===== config.mk =====
export PLATFORM = sky130hd
export DESIGN_NAME = sar_port
export DESIGN_NICKNAME = d
export VERILOG_FILES = /design/src/rtl/sar_pkg.sv /design/src/rtl/sar_decode.sv /design/src/rtl/sar_ctrl.sv /design/src/rtl/sar_romport.sv /design/src/rtl/sar_port.sv
export SDC_FILE = /design/constraint.sdc
export NUM_CORES = 1
export LEC_CHECK = 0
export ABC_AREA = 1
export CORE_MARGIN = 2
export CORE_UTILIZATION = 29
export CTS_CLUSTER_DIAMETER = 60
export DETAILED_ROUTE_END_ITERATION = 6
export PLACE_DENSITY = 0.65
export SKIP_LAST_GASP = 1
export SYNTH_ARGS = -nofsm -noshare
export SYNTH_HDL_FRONTEND = slang
export SYNTH_HIERARCHICAL = 1
export SYNTH_SLANG_ARGS = --single-unit
export TNS_END_PERCENT = 50

===== constraint.sdc =====
create_clock -name clk -period 1.55 [get_ports clk]
set_input_delay 0.31 -clock clk [delete_from_list [all_inputs] [get_ports clk]]
set_output_delay 0.31 -clock clk [all_outputs]
set_load 0.01 [all_outputs]

===== src/rtl/sar_pkg.sv =====
package sar_pkg;

  localparam int unsigned CTL_W     = 4;
  localparam int unsigned CTL_LED   = 0;
  localparam int unsigned CTL_IRQOE = 1;
  localparam int unsigned CTL_MASK  = 2;
  localparam int unsigned CTL_RUN   = 3;

  typedef enum logic [1:0] {
    TGT_NONE = 2'd0,
    TGT_CTRL = 2'd1,
    TGT_ROM  = 2'd2
  } tgt_e;

  function automatic logic [7:0] rom_byte(int unsigned idx, int unsigned mul,
                                          int unsigned seed);
    return 8'((idx * mul + seed) % 256);
  endfunction

endpackage


===== src/rtl/sar_decode.sv =====
module sar_decode #(
  parameter int unsigned       ADDR_W   = 4,
  parameter logic [ADDR_W-1:0] CTRL_OFS = '0,
  parameter logic [ADDR_W-1:0] ROM_OFS  = ADDR_W'(12)
) (
  input  logic              sel,
  input  logic [ADDR_W-1:0] addr,
  output sar_pkg::tgt_e     tgt
);

  always_comb begin
    tgt = sar_pkg::TGT_NONE;
    if (sel) begin
      if (addr == CTRL_OFS)     tgt = sar_pkg::TGT_CTRL;
      else if (addr == ROM_OFS) tgt = sar_pkg::TGT_ROM;
    end
  end

endmodule


===== src/rtl/sar_ctrl.sv =====
module sar_ctrl #(
  parameter int unsigned DATA_W = 8
) (
  input  logic                     clk,
  input  logic                     rst_n,
  input  logic                     wr_en,
  input  logic [sar_pkg::CTL_W-1:0] wdata,
  input  logic                     strap_small,
  input  logic                     strap_rboot,
  output logic [sar_pkg::CTL_W-1:0] ctl_q,
  output logic [DATA_W-1:0]        rd_val
);

  localparam int unsigned PAD_W = DATA_W - sar_pkg::CTL_W - 2;

  logic [sar_pkg::CTL_W-1:0] ctl_d;

  always_comb begin
    ctl_d = ctl_q;
    if (wr_en) ctl_d = wdata;
  end

  always_ff @(posedge clk or negedge rst_n) begin
    if (!rst_n) begin
      ctl_q <= '0;
    end else if (wr_en) begin
      ctl_q <= ctl_d;
    end
  end

  assign rd_val = {{PAD_W{1'b0}}, strap_small, strap_rboot, ctl_q};

endmodule


===== src/rtl/sar_romport.sv =====
module sar_romport #(
  parameter int unsigned DEPTH = 32,
  parameter int unsigned MUL   = 29,
  parameter int unsigned SEED  = 90,
  localparam int unsigned CNT_W = $clog2(DEPTH)
) (
  input  logic             clk,
  input  logic             rst_n,
  input  logic             rd_en,
  input  logic             run,
  output logic [7:0]       data,
  output logic [CNT_W-1:0] cnt_q
);

  localparam logic [CNT_W-1:0] LAST = CNT_W'(DEPTH - 1);

  logic [7:0]       rom_tbl [DEPTH];
  logic [CNT_W-1:0] cnt_d;

  for (genvar g = 0; g < DEPTH; g++) begin : g_rom
    assign rom_tbl[g] = sar_pkg::rom_byte(g, MUL, SEED);
  end

  always_comb begin
    cnt_d = cnt_q;
    if (rd_en) begin
      if (!run)               cnt_d = '0;
      else if (cnt_q == LAST) cnt_d = '0;
      else                    cnt_d = cnt_q + 1'b1;
    end
  end

  always_ff @(posedge clk or negedge rst_n) begin
    if (!rst_n) begin
      cnt_q <= '0;
    end else if (rd_en) begin
      cnt_q <= cnt_d;
    end
  end

  assign data = rom_tbl[cnt_q];

endmodule


===== src/rtl/sar_port.sv =====
module sar_port #(
  parameter int unsigned       ADDR_W    = 4,
  parameter logic [ADDR_W-1:0] CTRL_OFS  = '0,
  parameter logic [ADDR_W-1:0] ROM_OFS   = ADDR_W'(12),
  parameter int unsigned       ROM_DEPTH = 32,
  parameter int unsigned       ROM_MUL   = 29,
  parameter int unsigned       ROM_SEED  = 90,
  localparam int unsigned      CNT_W     = $clog2(ROM_DEPTH)
) (
  input  logic              clk,
  input  logic              rst_n,
  input  logic              bus_sel,
  input  logic [ADDR_W-1:0] bus_addr,
  input  logic              bus_wr,
  input  logic              bus_rd,
  input  logic [7:0]        bus_wdata,
  output logic [7:0]        bus_rdata,
  input  logic              strap_small_buf,
  input  logic              strap_rboot_en,
  input  logic              net_irq_req,
  output logic              irq_out,
  output logic              irq_oe,
  output logic              led_out
);

  logic [1:0] rst_pipe;
  logic       rst_sync_n;

  always_ff @(posedge clk or negedge rst_n) begin
    if (!rst_n) rst_pipe <= '0;
    else        rst_pipe <= {rst_pipe[0], 1'b1};
  end
  assign rst_sync_n = rst_pipe[1];

  sar_pkg::tgt_e             tgt;
  logic                      ctrl_wr;
  logic                      rom_rd;
  logic [sar_pkg::CTL_W-1:0] ctl;
  logic [7:0]                ctrl_val;
  logic [7:0]                rom_val;
  logic [CNT_W-1:0]          cnt;
  logic                      wdata_hi_unused;

  assign wdata_hi_unused = ^bus_wdata[7:sar_pkg::CTL_W];

  sar_decode #(
    .ADDR_W  (ADDR_W),
    .CTRL_OFS(CTRL_OFS),
    .ROM_OFS (ROM_OFS)
  ) dec_i (
    .sel (bus_sel),
    .addr(bus_addr),
    .tgt (tgt)
  );

  assign ctrl_wr = (tgt == sar_pkg::TGT_CTRL) && bus_wr;
  assign rom_rd  = (tgt == sar_pkg::TGT_ROM) && bus_rd;

  sar_ctrl #(.DATA_W(8)) ctrl_i (
    .clk        (clk),
    .rst_n      (rst_sync_n),
    .wr_en      (ctrl_wr),
    .wdata      (bus_wdata[sar_pkg::CTL_W-1:0]),
    .strap_small(strap_small_buf),
    .strap_rboot(strap_rboot_en),
    .ctl_q      (ctl),
    .rd_val     (ctrl_val)
  );

  sar_romport #(
    .DEPTH(ROM_DEPTH),
    .MUL  (ROM_MUL),
    .SEED (ROM_SEED)
  ) rom_i (
    .clk  (clk),
    .rst_n(rst_sync_n),
    .rd_en(rom_rd),
    .run  (ctl[sar_pkg::CTL_RUN]),
    .data (rom_val),
    .cnt_q(cnt)
  );

  always_comb begin
    bus_rdata = '0;
    if (bus_rd) begin
      case (tgt)
        sar_pkg::TGT_CTRL: bus_rdata = ctrl_val;
        sar_pkg::TGT_ROM:  bus_rdata = rom_val;
        default:           bus_rdata = '0;
      endcase
    end
  end

  assign led_out = ctl[sar_pkg::CTL_LED];
  assign irq_oe  = ctl[sar_pkg::CTL_IRQOE];
  assign irq_out = net_irq_req & ~ctl[sar_pkg::CTL_MASK];

endmodule


==> results of run 1 <==
==> layout make-up <==
type	instances	area, µm²
clock buffers	3	41.3
clock inverters	1	5.00
fillers	372	1980
inverters	20	87.6
multi-input cells	121	781
flip-flops and latches	11	279
well taps	48	60.1
repair buffers	51	432
==> worst max-delay path: cells and delay by family (launching register included) <==
| kind | cells | cell delay, ps |
|---|---|---|
| flops | 1 | 420 |
| compound gates | 3 | 360 |
| fa+ha+maj | 2 | 310 |
| buf+inv | 2 | 190 |
| simple gates | 2 | 130 |
==> routing by layer <==
layer / vias up / share of wire, % / track usage [%]
met1: 481 / 50 / 19.9
li1: 589 / - / -
met5: - / 0 / 0
met4: 0 / 0 / 3.91
met3: 0 / 2.1 / 0.685
met2: 14 / 48 / 22.8
==> metrics by stage <==
stage,hold WS [ps],std cells,util (%)
global route,172,255,46.0
CTS,153,254,45.7
finish,139,255,46.0
global placement,139,248,43.0
floorplan,14.4,165,-
detailed placement,148,248,43.0
==> power groups by stage <==
stage | Combinational [mW] | Sequential, mW | Clock (mW)
after floorplan | 0.539 | 0.420 | 0
after global placement | 0.855 | 0.425 | 0
after detailed placement | 0.861 | 0.425 | 0
after CTS | 0.926 | 0.427 | 0.290
after global routing | 1.07 | 0.443 | 0.303
final | 0.947 | 0.430 | 0.280
==> state kept, by name (all words and copies together) (netlist names) <==
register,flops
rom_i/cnt_q,5
ctrl_i/ctl_q,4
rst_pipe,2
==> cells in the final DEF (no fill, tap or decap), types with 2 or more instances in the layout <==
cell,instances
a21oi_1,4
a21oi_2,10
buf_2,10
buf_4,19
buf_6,7
clkbuf_8,3
clkdlybuf4s50_1,13
conb_1,3
dfrtp_1,8
dfrtp_2,3
ha_1,7
ha_4,6
inv_1,11
inv_2,5
inv_4,3
nand2_1,52
nand2_2,6
nand3_1,15
nor2_1,4
nor2_4,2
o21ai_0,4
o21ai_1,2
==> logic make-up after synthesis <==
| kind of cell | Yosys count |
|---|---|
| and+or+nand+nor | 83 |
| adders and majority gates | 13 |
| other | 2 |
| DFF | 11 |
| AOI/OAI and AO/OA | 21 |
| buffers and inverters | 33 |
| xor gates and xnor gates | 1 |
==> timing repair <==
action,in CTS,in global routing
setup buffers,1,1
setup endpoints to repair,18,12
hold buffers,0,0
gates resized for setup,74,2
pin swaps,18,2
gates cloned,1,0
==> final timing paths <==
check                           depth (start not counted)               to      startpoint  slack [ps]
min in group clk                                        0      rst_pipe[1]     rst_pipe[0]         360
worst max-delay path                                    9     bus_rdata[7]  rom_i/cnt_q[0]        -420
worst min register to register                          0  ctrl_i/ctl_q[0]     rst_pipe[1]         140
worst min-delay path                                    0  ctrl_i/ctl_q[0]     rst_pipe[1]         140
max in group asynchronous                               0   rom_i/cnt_q[1]     rst_pipe[1]        1140
worst max register to register                          8   rom_i/cnt_q[1]  rom_i/cnt_q[2]         140
==> impl_metrics.env, run 1 <==
export IMPL_outcome="finished, violations left"
export IMPL_violations="negative setup slack"
export IMPL_grt_pass1_vias=1104
export IMPL_synth_commonest_cells="nand2_1 (56), inv_1 (17), nand3_1 (15)"
export IMPL_cts_tree="done"
export IMPL_finalHoldViolCount=0
export IMPL_drc_errors=0
export IMPL_yosysTopAreaCell="dfrtp_1"
export IMPL_track_usage_pct=13.9
export IMPL_post_dp_cell_area_um2=1570
export IMPL_synth_area_mux_share_pct=0
export IMPL_critPathMaxFanout=4
export IMPL_setup_tns_ps=-2720
export IMPL_fin_crit_ps=1970
export IMPL_synth_simple_area_share_pct=31.7
export IMPL_cpMaxStageDelayCell="dfrtp_2"
export IMPL_switching_share_pct=38.8
export IMPL_synth_area_top_cells="dfrtp_1 (25%), nand2_1 (19%), ha_1 (15%), buf_4 (6.8%), nand3_1 (6.8%)"
export IMPL_critPathKind="flip-flop to output pin"
export IMPL_synthesis_instances=164
export IMPL_synth_top_family_by_area="simple AND/OR/NAND/NOR gates"
export IMPL_yosysSeqAreaShare_pct=25.0
export IMPL_cp_common_cell="ha_4"
export IMPL_hold_path_class="flip-flop to async pin"
export IMPL_rows=22
export IMPL_start_util_pct=30.1
export IMPL_crit_path_start_kind="flip-flop"
export IMPL_wire_per_inst_um=10.4
export IMPL_vdd_drop_max_v=0.000716
export IMPL_p_leak_nw=0.791
export IMPL_firstDrtPassIters=4
export IMPL_clock_path_buffers=2
export IMPL_synthAdderAreaFrac_pct=14.8
export IMPL_drtAntennaViolNets=0
export IMPL_vias_per_cell=4.25
export IMPL_synth_seq_cells=11
export IMPL_cts_sink_count=11
export IMPL_combPwrFrac_pct=57.2
export IMPL_worstPathArrival_ps=1660
export IMPL_place_ws_ps=-973
export IMPL_grt_start_max_net_pins=11
export IMPL_antenna_found_initial=0
export IMPL_async_reset_ff_share_pct=100
export IMPL_gp_congestion=0.783
export IMPL_netlist_area_um2=1100
export IMPL_seqPwrFrac_pct=25.9
export IMPL_p_per_area_nw_per_um2=983
export IMPL_fmax_ghz=0.507
export IMPL_htree_num_levels=1
export IMPL_yosysMostFrequentCell="nand2_1"
export IMPL_endpoint_kind="output pin"
export IMPL_internal_power_mw=1.01
export IMPL_synth_edff_count=0
export IMPL_synth_top_area_share_pct=25.0
export IMPL_power_mw=1.66
export IMPL_finalClockSkew_ps=0.934
export IMPL_synth_compound_area_share_pct=9.89
export IMPL_port_buffers=26
export IMPL_grt_overflow=0
export IMPL_ys_warnings_count=6
export IMPL_die_h_um=65.6
export IMPL_finalSetupViolCount=9
export IMPL_dieArea_um2=4310
export IMPL_root_buffer="clkbuf_8"
export IMPL_slowest_delay_ps=420
export IMPL_finalMaxSlewViolations=0
export IMPL_nets=241
export IMPL_num_io_pins=31
export IMPL_pwr_share_clk_pct=16.9
export IMPL_max_cap_violations=0
export IMPL_finish_instance_area_um2=1690
export IMPL_vias=1084
export IMPL_area_delta_synth_final_pct=53.1
export IMPL_drive_gt1_share_pct=38.2
export IMPL_die_w_um=65.6
export IMPL_cts_inserted_buffers=3
export IMPL_synth_xor_xnor_area_share_pct=0.795
export IMPL_routed_wl_mm=2.64
export IMPL_grt_pass1_wl_mm=4.78
export IMPL_required_ps=1240
export IMPL_synth_distinct_cells=21
export IMPL_hpwl_mm=2.10
export IMPL_period_share_pct=127
export IMPL_clkLatencyLatePin_ps=230
export IMPL_avgSynthCellArea_um2=6.71
export IMPL_initialDrtViolationCount=50
export IMPL_clkTransAtPathRegs_ps=50
export IMPL_power_switching_mw=0.643
export IMPL_setup_ws_ps=-423
export IMPL_coreArea_um2=3660
export IMPL_synth_ff_type="dfrtp_1"
export IMPL_path_cells="ha_4, inv_4, ha_4, o21ai_2, nor2_1, a21oi_1, nand2_1, a21oi_2, buf_2"
export IMPL_grt_setup_unrepaired="yes"
export IMPL_diodes=0
No activity file was read; power rests on OpenSTA's default activity.
==> inputs of run 2 (changes only) <==
SKIP_CTS_REPAIR_TIMING = 1   (was not set)
==> impl_metrics.env, run 2 (synthesis gave the netlist of run 1 again) <==
export IMPL_outcome="finished, violations left"
export IMPL_violations="negative setup slack"
export IMPL_finalClockSkew_ps=0.881
export IMPL_endpoint_kind="output pin"
export IMPL_die_w_um=65.6
export IMPL_grt_pass1_wl_mm=4.54
export IMPL_dieArea_um2=4310
export IMPL_start_util_pct=30.1
export IMPL_period_share_pct=126
export IMPL_hpwl_mm=2.10
export IMPL_gp_congestion=0.783
export IMPL_rows=22
export IMPL_hold_path_class="flip-flop to async pin"
export IMPL_max_cap_violations=0
export IMPL_fin_crit_ps=1960
export IMPL_largest_reg_flops=5
export IMPL_clock_path_buffers=2
export IMPL_clkTransAtPathRegs_ps=50
export IMPL_drtAntennaViolNets=0
export IMPL_htree_num_levels=1
export IMPL_grt_pass1_vias=1040
export IMPL_seqCellArea_um2=279
export IMPL_num_io_pins=31
export IMPL_area_delta_synth_final_pct=52.0
export IMPL_cts_inserted_buffers=3
export IMPL_antenna_found_initial=0
export IMPL_clkLatencyLatePin_ps=230
export IMPL_fmax_ghz=0.511
export IMPL_vias=1076
export IMPL_cts_tree="done"
export IMPL_worstPathArrival_ps=1650
export IMPL_vias_per_cell=4.24
export IMPL_mostFrequentLayoutCells="nand2_1 (52), buf_4 (20), nand3_1 (15)"
export IMPL_root_buffer="clkbuf_8"
export IMPL_finalSetupViolCount=9
export IMPL_reg_top3="rom_i/cnt_q x5, ctrl_i/ctl_q x4, rst_pipe x2"
export IMPL_place_ws_ps=-973
export IMPL_fill_cells=373
export IMPL_grt_start_max_net_pins=11
export IMPL_grt_setup_unrepaired="yes"
export IMPL_drive_gt1_share_pct=35.9
export IMPL_setup_tns_ps=-2610
export IMPL_setup_worst_path_start="rom_i/cnt_q[1]"
export IMPL_vdd_drop_max_v=0.000714
export IMPL_critPathKind="flip-flop to output pin"
export IMPL_final_common_cell="nand2_1"
export IMPL_p_per_area_nw_per_um2=952
export IMPL_diodes=0
export IMPL_coreArea_um2=3660
export IMPL_initialDrtViolationCount=42
export IMPL_setup_ws_ps=-406
export IMPL_largest_register="rom_i/cnt_q"
export IMPL_required_ps=1240
export IMPL_port_buffers=26
export IMPL_firstDrtPassIters=4
export IMPL_finalHoldViolCount=0
export IMPL_p_leak_nw=0.819
export IMPL_routed_wl_mm=2.62
export IMPL_critPathMaxFanout=4
export IMPL_nets=240
export IMPL_die_h_um=65.6
export IMPL_multi_input_area_um2=773
export IMPL_post_dp_cell_area_um2=1570
export IMPL_r2r_slack_ps=140
export IMPL_crit_path_start_kind="flip-flop"
export IMPL_r2r_start="rom_i/cnt_q[2]"
export IMPL_finish_instance_area_um2=1670
export IMPL_wire_per_inst_um=10.3
export IMPL_cts_sink_count=11
export IMPL_track_usage_pct=13.1
export IMPL_grt_overflow=0
export IMPL_finalMaxSlewViolations=0
export IMPL_drc_errors=0
run 2: cell types whose count changed in the layout (fill, tap and decap cells not counted), moves of 2 or more:
cell / previous run / this run
dlymetal6s2s_1: 0 / 3
clkbuf_2: 0 / 3
a21oi_1: 4 / 6
a21oi_2: 10 / 8
buf_2: 10 / 6
buf_6: 7 / 4
run 2: final timing paths:
path,end,cells after the start
min,ctrl_i/ctl_q[0],0
max reg2reg,rom_i/cnt_q[2],8
min in group clk,rst_pipe[1],0
min reg2reg,ctrl_i/ctl_q[0],0
max in group asynchronous,rom_i/cnt_q[1],0
max,bus_rdata[7],9
run 2: area by class of cell:
class / instances / area share, %
clock buffers: 3 / 2.47
clock inverters: 1 / 0.299
inverters: 20 / 5.23
multi-input cells: 121 / 46.2
flip-flops and latches: 11 / 16.7
well taps: 48 / 3.59
repair buffers: 50 / 25.6
run 2: per-layer routing:
layer  up-vias  part of all wire [%]  global-route usage, %
li1        587                     -                      -
met1       469                    50                   19.1
met2        20                    47                   20.8
met3         0                   2.4                  0.685
met4         0                     0                   3.91
met5         -                     0                      0
run 2: power by group:
part           switching, mW  internal (mW)
sequential            0.0812          0.347
combinational          0.430          0.454
clock                  0.104          0.176
total                  0.616          0.978
run 2: stage by stage:
stage          power, mW  utilization (%)  hold slack (ps)  cells
2_1_floorplan      0.959                -             14.4    165
6_report            1.59             45.7              140    254
3_3_place_gp        1.28             43.0              139    248
5_1_grt             1.75             45.7              172    254
3_5_place_dp        1.29             43.0              148    248
4_1_cts             1.58             44.3              153    252
run 2: worst max-delay path, stage by stage, from the launching register on:
cell	delay (ps)
dfrtp_2	420
ha_4	170
inv_4	50
ha_4	140
o21ai_2	90
nor2_1	40
a21oi_1	140
nand2_1	90
a21oi_2	120
buf_2	140
==> inputs of run 3 (changes only) <==
CORE_MARGIN = 5   (was 2)
GPL_TIMING_DRIVEN = 0   (was not set)
PLACE_DENSITY = 0.63   (was 0.65)
clock period = 1.95 ns   (was 1.55 ns; I/O delays follow)
==> impl_metrics.env, run 3 (synthesis gave the netlist of run 1 again) <==
export IMPL_hpwl_mm=1.95
export IMPL_initialDrtViolationCount=68
export IMPL_die_w_um=71.6
export IMPL_power_mw=1.22
export IMPL_vias_per_cell=4.42
export IMPL_worstPathArrival_ps=1760
export IMPL_root_buffer="clkbuf_8"
export IMPL_cts_inserted_buffers=3
export IMPL_clkLatencyLatePin_ps=230
export IMPL_r2r_slack_ps=520
export IMPL_area_delta_synth_final_pct=44.0
export IMPL_clkTransAtPathRegs_ps=50
export IMPL_p_per_area_nw_per_um2=769
export IMPL_drc_errors=0
export IMPL_num_io_pins=31
export IMPL_clock_path_buffers=2
export IMPL_critPathMaxFanout=7
export IMPL_htree_num_levels=1
export IMPL_start_util_pct=30.1
export IMPL_antenna_found_initial=0
export IMPL_period_share_pct=110
export IMPL_cts_tree="done"
export IMPL_diodes=0
export IMPL_finalMaxSlewViolations=0
export IMPL_fmax_ghz=0.464
export IMPL_setup_ws_ps=-204
export IMPL_whs_ps=134
export IMPL_post_route_util_pct=43.3
export IMPL_finalHoldViolCount=0
export IMPL_outcome="finished, violations left"
export IMPL_hold_path_class="flip-flop to async pin"
export IMPL_track_usage_pct=9.71
export IMPL_grt_pass1_vias=948
export IMPL_dieArea_um2=5130
export IMPL_vias=1087
export IMPL_drive_gt1_share_pct=31.8
export IMPL_cts_sink_count=11
export IMPL_fill_cells=378
export IMPL_finish_instance_area_um2=1590
export IMPL_mostFrequentLayoutCells="nand2_1 (53), nand3_1 (14), buf_4 (13)"
export IMPL_critPathKind="flip-flop to output pin"
export IMPL_crit_path_start_kind="flip-flop"
export IMPL_coreArea_um2=3660
export IMPL_reg_top3="rom_i/cnt_q x5, ctrl_i/ctl_q x4, rst_pipe x2"
export IMPL_vdd_drop_max_v=0.000440
export IMPL_nets=232
export IMPL_largest_register="rom_i/cnt_q"
export IMPL_setup_tns_ps=-924
export IMPL_grt_pass1_wl_mm=4.05
export IMPL_rows=22
export IMPL_p_leak_nw=0.757
export IMPL_wire_per_inst_um=10.6
export IMPL_dp_cells=237
export IMPL_violations="negative setup slack"
export IMPL_finalSetupViolCount=6
export IMPL_fin_crit_ps=2150
export IMPL_port_buffers=24
export IMPL_grt_start_max_net_pins=12
export IMPL_post_dp_cell_area_um2=1410
export IMPL_firstDrtPassIters=4
export IMPL_place_ws_ps=-846
export IMPL_grt_overflow=0
export IMPL_max_cap_violations=0
export IMPL_instances_no_fill=246
export IMPL_drtAntennaViolNets=0
export IMPL_required_ps=1560
export IMPL_routed_wl_mm=2.61
export IMPL_gp_congestion=0.838
export IMPL_grt_setup_unrepaired="yes"
export IMPL_final_common_cell="nand2_1"
export IMPL_largest_reg_flops=5
export IMPL_die_h_um=71.6
export IMPL_endpoint_kind="output pin"
export IMPL_finalClockSkew_ps=1.53
[run 3: area by class of cell]
type | instances | area [µm²] | share of cell area (%)
multi-input cells | 121 | 753 | 47.5
flip-flops and latches | 11 | 278 | 17.5
repair buffers | 29 | 251 | 15.9
plain buffers | 13 | 109 | 6.87
inverters | 20 | 88.8 | 5.60
well taps | 48 | 60.1 | 3.79
clock buffers | 4 | 45.0 | 2.84
[run 3: report_power, final]
part | internal (mW) | switching, mW | total (mW)
combinational | 0.320 | 0.342 | 0.662
sequential | 0.275 | 0.0611 | 0.336
clock | 0.143 | 0.0781 | 0.221
[run 3: critical path, stage by stage, from the launching register on]
cell        delay (ps)
dfrtp_2            420
clkinvlp_4         200
ha_4               330
buf_6              100
xor2_1             150
nand2_1             80
a21oi_2            110
buf_2              140
[run 3: path summary, 6_finish.rpt]
| check | startpoint | to | depth (start not counted) |
|---|---|---|---|
| max | rom_i/cnt_q[0] | bus_rdata[2] | 7 |
| min | rst_pipe[1] | ctrl_i/ctl_q[3] | 0 |
| max reg2reg | rom_i/cnt_q[0] | rom_i/cnt_q[1] | 8 |
| min reg2reg | rst_pipe[1] | ctrl_i/ctl_q[3] | 0 |
| max in group asynchronous | rst_n | rst_pipe[1] | 1 |
| min in group clk | rst_pipe[0] | rst_pipe[1] | 0 |
[run 3: routing by layer]
layer	GRT usage, %	part of all wire [%]	wire, µm
met5	0	0	0
met2	15.5	46	1210
met1	12.6	47	1240
met3	1.54	3.6	95
met4	5.01	2.6	68
